## src/rtl/shr_pkg.sv

```systemverilog
package shr_pkg;
  localparam int DATA_W  = 64;
  localparam int CNT_W   = 8;
  localparam int SHAMT_W = $clog2(DATA_W);
  localparam int FLAG_W  = 5;

  typedef enum logic [1:0] {SZ_8 = 2'd0, SZ_16 = 2'd1, SZ_32 = 2'd2, SZ_64 = 2'd3} size_e;

  typedef struct packed {
    logic of;
    logic sf;
    logic zf;
    logic pf;
    logic cf;
  } flags_t;

  function automatic logic [SHAMT_W:0] size_width(input size_e sz);
    return (SHAMT_W + 1)'(8) << sz;
  endfunction

  function automatic logic [DATA_W-1:0] size_mask(input size_e sz);
    return {DATA_W{1'b1}} >> (DATA_W - int'(size_width(sz)));
  endfunction

  function automatic logic msb_at(input logic [DATA_W-1:0] v, input size_e sz);
    case (sz)
      SZ_8:    return v[7];
      SZ_16:   return v[15];
      SZ_32:   return v[31];
      default: return v[DATA_W-1];
    endcase
  endfunction
endpackage

```

## src/rtl/shr_count_mask.sv

```systemverilog
module shr_count_mask
  import shr_pkg::*;
(
  input  size_e              size_i,
  input  logic [CNT_W-1:0]   count_i,
  output logic [SHAMT_W-1:0] amt_o,
  output logic               amt_zero_o,
  output logic               amt_one_o,
  output logic               over_width_o
);
  localparam int NARROW_W = SHAMT_W - 1;

  always_comb begin
    if (size_i == SZ_64) amt_o = count_i[SHAMT_W-1:0];
    else                 amt_o = {1'b0, count_i[NARROW_W-1:0]};
  end

  assign amt_zero_o   = (amt_o == '0);
  assign amt_one_o    = (amt_o == SHAMT_W'(1));
  assign over_width_o = !amt_zero_o && ({1'b0, amt_o} >= size_width(size_i));
endmodule

```

## src/rtl/shr_shift_core.sv

```systemverilog
module shr_shift_core
  import shr_pkg::*;
(
  input  size_e              size_i,
  input  logic [DATA_W-1:0]  operand_i,
  input  logic [SHAMT_W-1:0] amt_i,
  input  logic               over_width_i,
  output logic [DATA_W-1:0]  op_sized_o,
  output logic [DATA_W-1:0]  result_o,
  output logic               carry_o
);
  // stage vector carries one guard bit below the operand to catch the last bit out
  logic [DATA_W:0] stage [SHAMT_W+1];

  assign op_sized_o = operand_i & size_mask(size_i);
  assign stage[0]   = {op_sized_o, 1'b0};

  for (genvar i = 0; i < SHAMT_W; i++) begin : g_stage
    assign stage[i+1] = amt_i[i] ? (stage[i] >> (1 << i)) : stage[i];
  end

  assign result_o = over_width_i ? '0 : stage[SHAMT_W][DATA_W:1];
  assign carry_o  = over_width_i ? 1'b0 : stage[SHAMT_W][0];
endmodule

```

## src/rtl/shr_flag_gen.sv

```systemverilog
module shr_flag_gen
  import shr_pkg::*;
(
  input  size_e             size_i,
  input  flags_t            flags_i,
  input  logic [DATA_W-1:0] op_sized_i,
  input  logic [DATA_W-1:0] result_i,
  input  logic              carry_i,
  input  logic              amt_zero_i,
  input  logic              amt_one_i,
  output flags_t            flags_o,
  output logic [FLAG_W-1:0] we_o
);
  always_comb begin
    if (amt_zero_i) begin
      flags_o = flags_i;
      we_o    = '0;
    end else begin
      flags_o.cf = carry_i;
      flags_o.pf = ~^result_i[7:0];
      flags_o.zf = (result_i == '0);
      flags_o.sf = msb_at(result_i, size_i);
      flags_o.of = amt_one_i & msb_at(op_sized_i, size_i);
      we_o       = '1;
    end
  end
endmodule

```

## src/rtl/shr_flag_unit.sv

```systemverilog
module shr_flag_unit
  import shr_pkg::*;
#(
  parameter bit REG_OUT = 1'b1
) (
  input  logic              clk_i,
  input  logic              rst_ni,
  input  logic [1:0]        size_i,
  input  logic [63:0]       operand_i,
  input  logic [7:0]        count_i,
  input  logic [4:0]        flags_i,
  output logic [63:0]       result_o,
  output logic [4:0]        flags_o,
  output logic [4:0]        flag_we_o
);
  size_e              size;
  logic [SHAMT_W-1:0] amt;
  logic               amt_zero, amt_one, over_width;
  logic [DATA_W-1:0]  op_sized, result_c;
  logic               carry_c;
  flags_t             flags_c;
  logic [FLAG_W-1:0]  we_c;

  assign size = size_e'(size_i);

  shr_count_mask u_mask (
    .size_i(size), .count_i(count_i), .amt_o(amt),
    .amt_zero_o(amt_zero), .amt_one_o(amt_one), .over_width_o(over_width)
  );

  shr_shift_core u_core (
    .size_i(size), .operand_i(operand_i), .amt_i(amt), .over_width_i(over_width),
    .op_sized_o(op_sized), .result_o(result_c), .carry_o(carry_c)
  );

  shr_flag_gen u_flags (
    .size_i(size), .flags_i(flags_t'(flags_i)), .op_sized_i(op_sized),
    .result_i(result_c), .carry_i(carry_c), .amt_zero_i(amt_zero),
    .amt_one_i(amt_one), .flags_o(flags_c), .we_o(we_c)
  );

  if (REG_OUT) begin : g_reg
    always_ff @(posedge clk_i or negedge rst_ni) begin
      if (!rst_ni) begin
        result_o  <= '0;
        flags_o   <= '0;
        flag_we_o <= '0;
      end else begin
        result_o  <= result_c;
        flags_o   <= flags_c;
        flag_we_o <= we_c;
      end
    end
  end else begin : g_comb
    assign result_o  = result_c;
    assign flags_o   = flags_c;
    assign flag_we_o = we_c;
  end

  AST_WE_ALL_OR_NONE: assert property (@(posedge clk_i) disable iff (!rst_ni)
    (flag_we_o == '0) || (flag_we_o == '1));
  AST_ZERO_CNT_PASS: assert property (@(posedge clk_i) disable iff (!rst_ni)
    amt_zero |-> (flags_c == flags_t'(flags_i)) && (we_c == '0) && (result_c == op_sized));
  AST_OVER_WIDTH_CLEAR: assert property (@(posedge clk_i) disable iff (!rst_ni)
    over_width |-> (result_c == '0) && !flags_c.cf);
  AST_OF_MULTI_CLEAR: assert property (@(posedge clk_i) disable iff (!rst_ni)
    (!amt_zero && !amt_one) |-> !flags_c.of);
  AST_UPPER_CLEAR: assert property (@(posedge clk_i) disable iff (!rst_ni)
    (result_c & ~size_mask(size)) == '0);
  AST_SIGN_CLEAR: assert property (@(posedge clk_i) disable iff (!rst_ni)
    (flag_we_o != '0) |-> !flags_o[3]);
  AST_ZERO_MATCH: assert property (@(posedge clk_i) disable iff (!rst_ni)
    (flag_we_o != '0) |-> (flags_o[2] == (result_o == '0)));
  AST_PARITY_MATCH: assert property (@(posedge clk_i) disable iff (!rst_ni)
    (flag_we_o != '0) |-> (flags_o[1] == ~^result_o[7:0]));
endmodule

```

## config.mk

```make
export PLATFORM = sky130hd
export DESIGN_NAME = shr_flag_unit
export DESIGN_NICKNAME = d
export VERILOG_FILES = /design/src/rtl/shr_pkg.sv /design/src/rtl/shr_count_mask.sv /design/src/rtl/shr_shift_core.sv /design/src/rtl/shr_flag_gen.sv /design/src/rtl/shr_flag_unit.sv
export SDC_FILE = /design/constraint.sdc
export NUM_CORES = 1
export LEC_CHECK = 0
export ABC_CLOCK_PERIOD_IN_PS = 800
export BUFFER_PORTS_ARGS = -buffer_cell sky130_fd_sc_hd__buf_4
export CAP_MARGIN = 40
export CORE_MARGIN = 2
export CORE_UTILIZATION = 45
export CTS_CLUSTER_SIZE = 14
export DETAILED_ROUTE_END_ITERATION = 10
export PLACE_DENSITY = 0.76
export REMOVE_ABC_BUFFERS = 1
export SYNTH_ARGS = -nofsm -noshare
export SYNTH_HDL_FRONTEND = slang
export SYNTH_SLANG_ARGS = --single-unit
```

## constraint.sdc

```tcl
create_clock -name clk_i -period 0.8 [get_ports clk_i]
set_clock_uncertainty 0.2 [all_clocks]
set_input_delay 0 -clock clk_i [delete_from_list [all_inputs] [get_ports clk_i]]
set_output_delay 0 -clock clk_i [all_outputs]
set_load 0.01 [all_outputs]
```

# Word level (Yosys, flattened, before mapping)
# Index checks and enable logic that the tools add are counted.
[word_totals]
in_bits = 81
word_cells = 33
reg_bits = 74
[op_classes]
n_lt_le_gt_ge = 1
mux = 14
addsub = 1
reduce_logical = 6
n_eq_ne = 4
n_bitwise = 2
shift = 2
[op_table]
columns = ["operator", "count"]
rows = [
  ["2-to-1 mux 65 bit", 6],
  ["AND 64 bit", 1],
  ["logical NOT 64 bit", 1],
  ["2-to-1 mux 64 bit", 1],
  [">> shifter 64 x 32 -> 64 bit, first input constant", 1],
  ["2-to-1 mux 5 bit", 2],
  ["XNOR reduction 8 bit", 1],
  ["subtractor 7 x 7 -> 8 bit, first input constant", 1],
  ["greater-or-equal comparator 6 x 7 -> 1 bit", 1],
  ["<< shifter 4 x 2 -> 7 bit, first input constant", 1],
  ["equality test 6 x 1 -> 1 bit, second input constant", 1],
  ["logical NOT 6 bit", 1],
  ["2-to-1 mux 6 bit", 1],
  ["case mux 1 bit (3 select lines)", 2],
  ["equality test 2 bit, second input constant", 2],
  ["equality test 2 x 1 -> 1 bit, second input constant", 1],
  ["logical NOT 2 bit", 1],
  ["2-to-1 mux 1 bit", 2],
  ["AND 1 bit", 1],
  ["logical AND 1 bit", 1],
  ["logical NOT 1 bit", 1],
]

# Depth between registers and ports, before layout
[depth]
word_depth = 13
mapped_depth = 22

# By module
# A second synthesis with hierarchy kept.
[hier_totals]
hier_cells = 858
hier_area_um2 = 7318.3
[by_module_without_submodules]
columns = ["module", "area_each_um2", "instances", "seq_area_each_um2", "cells_per_inst"]
rows = [
  ["shr_shift_core", 4894.7, 1, 0.0, 710],
  ["shr_flag_unit", 1851.8, 1, 1851.8, 74],
  ["shr_flag_gen", 419.2, 1, 0.0, 54],
  ["shr_count_mask", 152.6, 1, 0.0, 20],
]

# Least setup slack after synthesis
# Ideal clock, no wire load.
[synth_timing]
path_type = "input-to-reg"
start = "input port size_i[0]"
end = "register flags_o[2]"
stages = 22
setup_slack_ns = -3.617
arrival_time_ns = 4.121
n_path_buf = 5
cell_sequence = "clkbuf_1 > nand3_1 > clkinv_1 > clkbuf_1 > buf_1 > ha_1 > nor2_1 > a211o_1 > or2_2 > buf_2 > nand2_1 > clkbuf_1 > o32ai_1 > inv_1 > ha_1 > nand4_1 > nor4b_1 > o31ai_1 > nor4_1 > nor4b_2 > nand4_1 > o31ai_1"
[synth_lines]
columns = ["item", "line", "rtl"]
rows = [
  ["from (decl)", "shr_flag_unit.sv:8", "input logic [1:0] size_i,"],
  ["to (signal assigned)", "shr_flag_unit.sv:50", "flags_o <= flags_c;"],
  ["to (decl)", "shr_flag_unit.sv:13", "output logic [4:0] flags_o,"],
]

==> flow_summary.yaml <==
placed_design:
  dp_slack_ns: -3.01
  placed_cells: 1521
  place.gp.congestion: 1.02
  port_buffers: 152
  dpl.hpwl_um: 28600
die:
  start_util: 0.463
  die_h_um: 135
  fp.dieArea_sq_um: 18200
  io_pins: 155
  core_sq_um: 16700
  die_w_um: 135
  fp-row-count: 47
sta:
  fmax_mhz: 283
  rsz0062_at_grt: "yes"
  slew_headroom: 0.679
  post-route-period-util: 4.41
  slew_violations: 0
  setup_violations: 151
  finalHoldViolations: 58
  finalWorstSetupSlack_ns: -2.73
  fin_crit_ns: 3.53
  whs_ns: -0.685
  worst_pin_slew_ns: 0.475
  fin_tns_setup_ns: -112.47
worst_setup_path:
  critPathMaxFanout: 7
  arrival_ns: 3.56
  crit_chain: "buf_16 > buf_12 > buf_8 > mux4_2 > mux2_4 > a22oi_2 > mux2i_4 > nand2_1 > o21ai_2 > nand2_2 > ha_4 > nand4_1 > nor4b_2 > o31ai_1 > nor4_1 > nor4b_2 > nand4_1 > o31ai_1"
  worstSetupPathType: "in2reg"
  worstSetupStartpointType: "input pin"
  cp_slowest_cell: "mux4_2"
  slowest_delay_ns: 0.56
  cp-end-kind: "register"
  worstPathRequired_ns: 0.83
clocking:
  numCtsBuffers: 9
  cts.root.buffer_cell: "clkbuf_16"
  cts_tree: "done"
  cts_max_path_buffers: 2
  h-tree-depth: 3
  ctsHoldBuffers: 6
  clock_sinks: 70
  path_clk_slew_ns: 0.07
outcome:
  status: "finished, violations left"
  violations: "hold timing, setup timing"
global_routing:
  grt-ovfl-total: 0
  grt_pass1_wl_um: 61100
  antenna_found_initial: 0
  grt_max_degree: 36
  grt_pass1_vias: 10700
  grt.total_usage: 0.439
final_layout:
  fin_cells: 1642
  fill_cells: 818
  syn2layout_area_growth_pct: 89.2
  n_antenna_cell: 0
  drive_gt1_frac: 0.612
  final_net_count: 1505
drt:
  drc: 0
  wl_um: 43900
  vias: 11000
  ant_nets: 0
  first_pass_iters: 6
  wl_per_cell_um: 26.7
  vias_per_cell: 6.69
  drtIter0Drc: 1565
job:
  maxCapViolCount: 0
synth:
  synth_area_leaders: "dfrtp_1 (23%), mux2i_1 (12%), mux4_2 (11%)"
  ys_ff_latch: 70
  synth_top_area_frac: 0.227
  synth_area_sq_um: 7730
  synth_warnings: 0
  syn_avg_cell_area_sq_um: 8.71
  synth_largest_area_cell: "dfrtp_1"
  seq_area_frac_synth: 0.227
  synth_edf_count: 0
  async_flop_share: 1.00
  synth.distinct_cells: 81
  syn-instance-count: 887
  synth_ff_type: "dfrtp_1"
worst_hold_path:
  worstHoldPathType: "in2async"
power:
  fin_total_pwr_mw: 19.1
  powerDensity_nw_per_um2: 1300
  ir_drop_uv: 1940
  leakage_nw: 6.77
per-layer routing:
metal | vias to the layer above | global-route usage | share of wire | wire (um)
li1 | 4436 | - | - | -
met2 | 1048 | 0.711 | 0.46 | 20000
met5 | - | 0 | 0 | 0
met4 | 0 | 0.296 | 0.087 | 3840
met3 | 323 | 0.0830 | 0.12 | 5370
met1 | 5181 | 0.533 | 0.33 | 14700
synth_stat cells, types with 24 or more instances:
| library cell | number |
|---|---|
| a21oi_1 | 48 |
| and2_1 | 24 |
| buf_2 | 25 |
| clkbuf_1 | 30 |
| dfrtp_1 | 70 |
| mux2_2 | 32 |
| mux2i_1 | 91 |
| mux4_2 | 38 |
| nand2_1 | 75 |
| nor2_1 | 93 |
| o21ai_0 | 29 |
per-stage QoR:
stage                     hold WS, ns  utilization  cell area [sq um]
after floorplan                -0.496            -               7290
after global placement         -0.335        0.682              11400
after detailed placement       -0.328        0.682              11400
after CTS                      -0.688        0.833              13900
after global routing           -0.682        0.876              14600
final                          -0.685        0.876              14600
layout make-up:
type	count	area, sq um	share of cell area
clock buffer	9	225	0.0154
clock inverter	7	121	0.00830
inverter	21	80.1	0.00547
multi-input combinational	713	6600	0.451
sequential	70	1750	0.120
tap	220	275	0.0188
timing repair buffer	602	5570	0.381
cell usage in the layout, fill, tap and decap left out, types with 14 or more instances in the layout:
cell	netlist	layout
buf_12	0	19
mux4_2	38	38
a21oi_1	48	29
a21oi_2	0	15
o21ai_0	29	19
inv_1	17	14
mux2_2	32	20
mux2i_1	91	72
nand2_1	75	68
and2_1	24	14
dfrtp_1	70	70
buf_4	12	419
nand3_1	19	19
nor2_1	93	72
buf_6	6	137
critical path: cells and delay by family:
kind            cells  cell delay, ns
compound gates      4            0.76
fa+ha+maj           1            0.13
buf+inv             3            0.38
mux                 3            0.99
simple gates        7            1.31
cell families after synthesis:
group | share of synthesized area
muxes | 0.280
buffers and inverters | 0.0677
adders and majority gates | 0.0113
xor gates and xnor gates | 0.00340
AOI/OAI and AO/OA | 0.224
DFF | 0.227
and+or+nand+nor | 0.187
registers in the layout, summed over array words and instances, names as in the netlist:
register and cells:
flags_o 5, flag_we_o 1, result_o 64
power breakdown:
part / switching, mW / internal [mW] / total (mW) / leakage, nW
Combinational: 5.07 / 5.41 / 10.5 / 5.66
Clock: 1.55 / 3.06 / 4.61 / 0.170
Sequential: 0.151 / 3.82 / 3.97 / 0.936
repair_timing:
action                                  in CTS  in global routing
endpoints found under the setup margin     144                157
cloned                                       6                  1
resized for setup                          315                128
pin swaps                                   45                 36
setup buffers                               78                 25
endpoints found under the hold margin       75                 58
final timing paths:
kind | end | slack [ns] | start
max | flags_o[2] | -2.73 | count_i[2]
min | result_o[32] | -0.69 | rst_ni
max in group asynchronous | result_o[45] | -0.08 | rst_ni
min in group clk_i | flags_o[4] | -0.20 | flags_i[4]
Power figures use the tool's default switching activity.
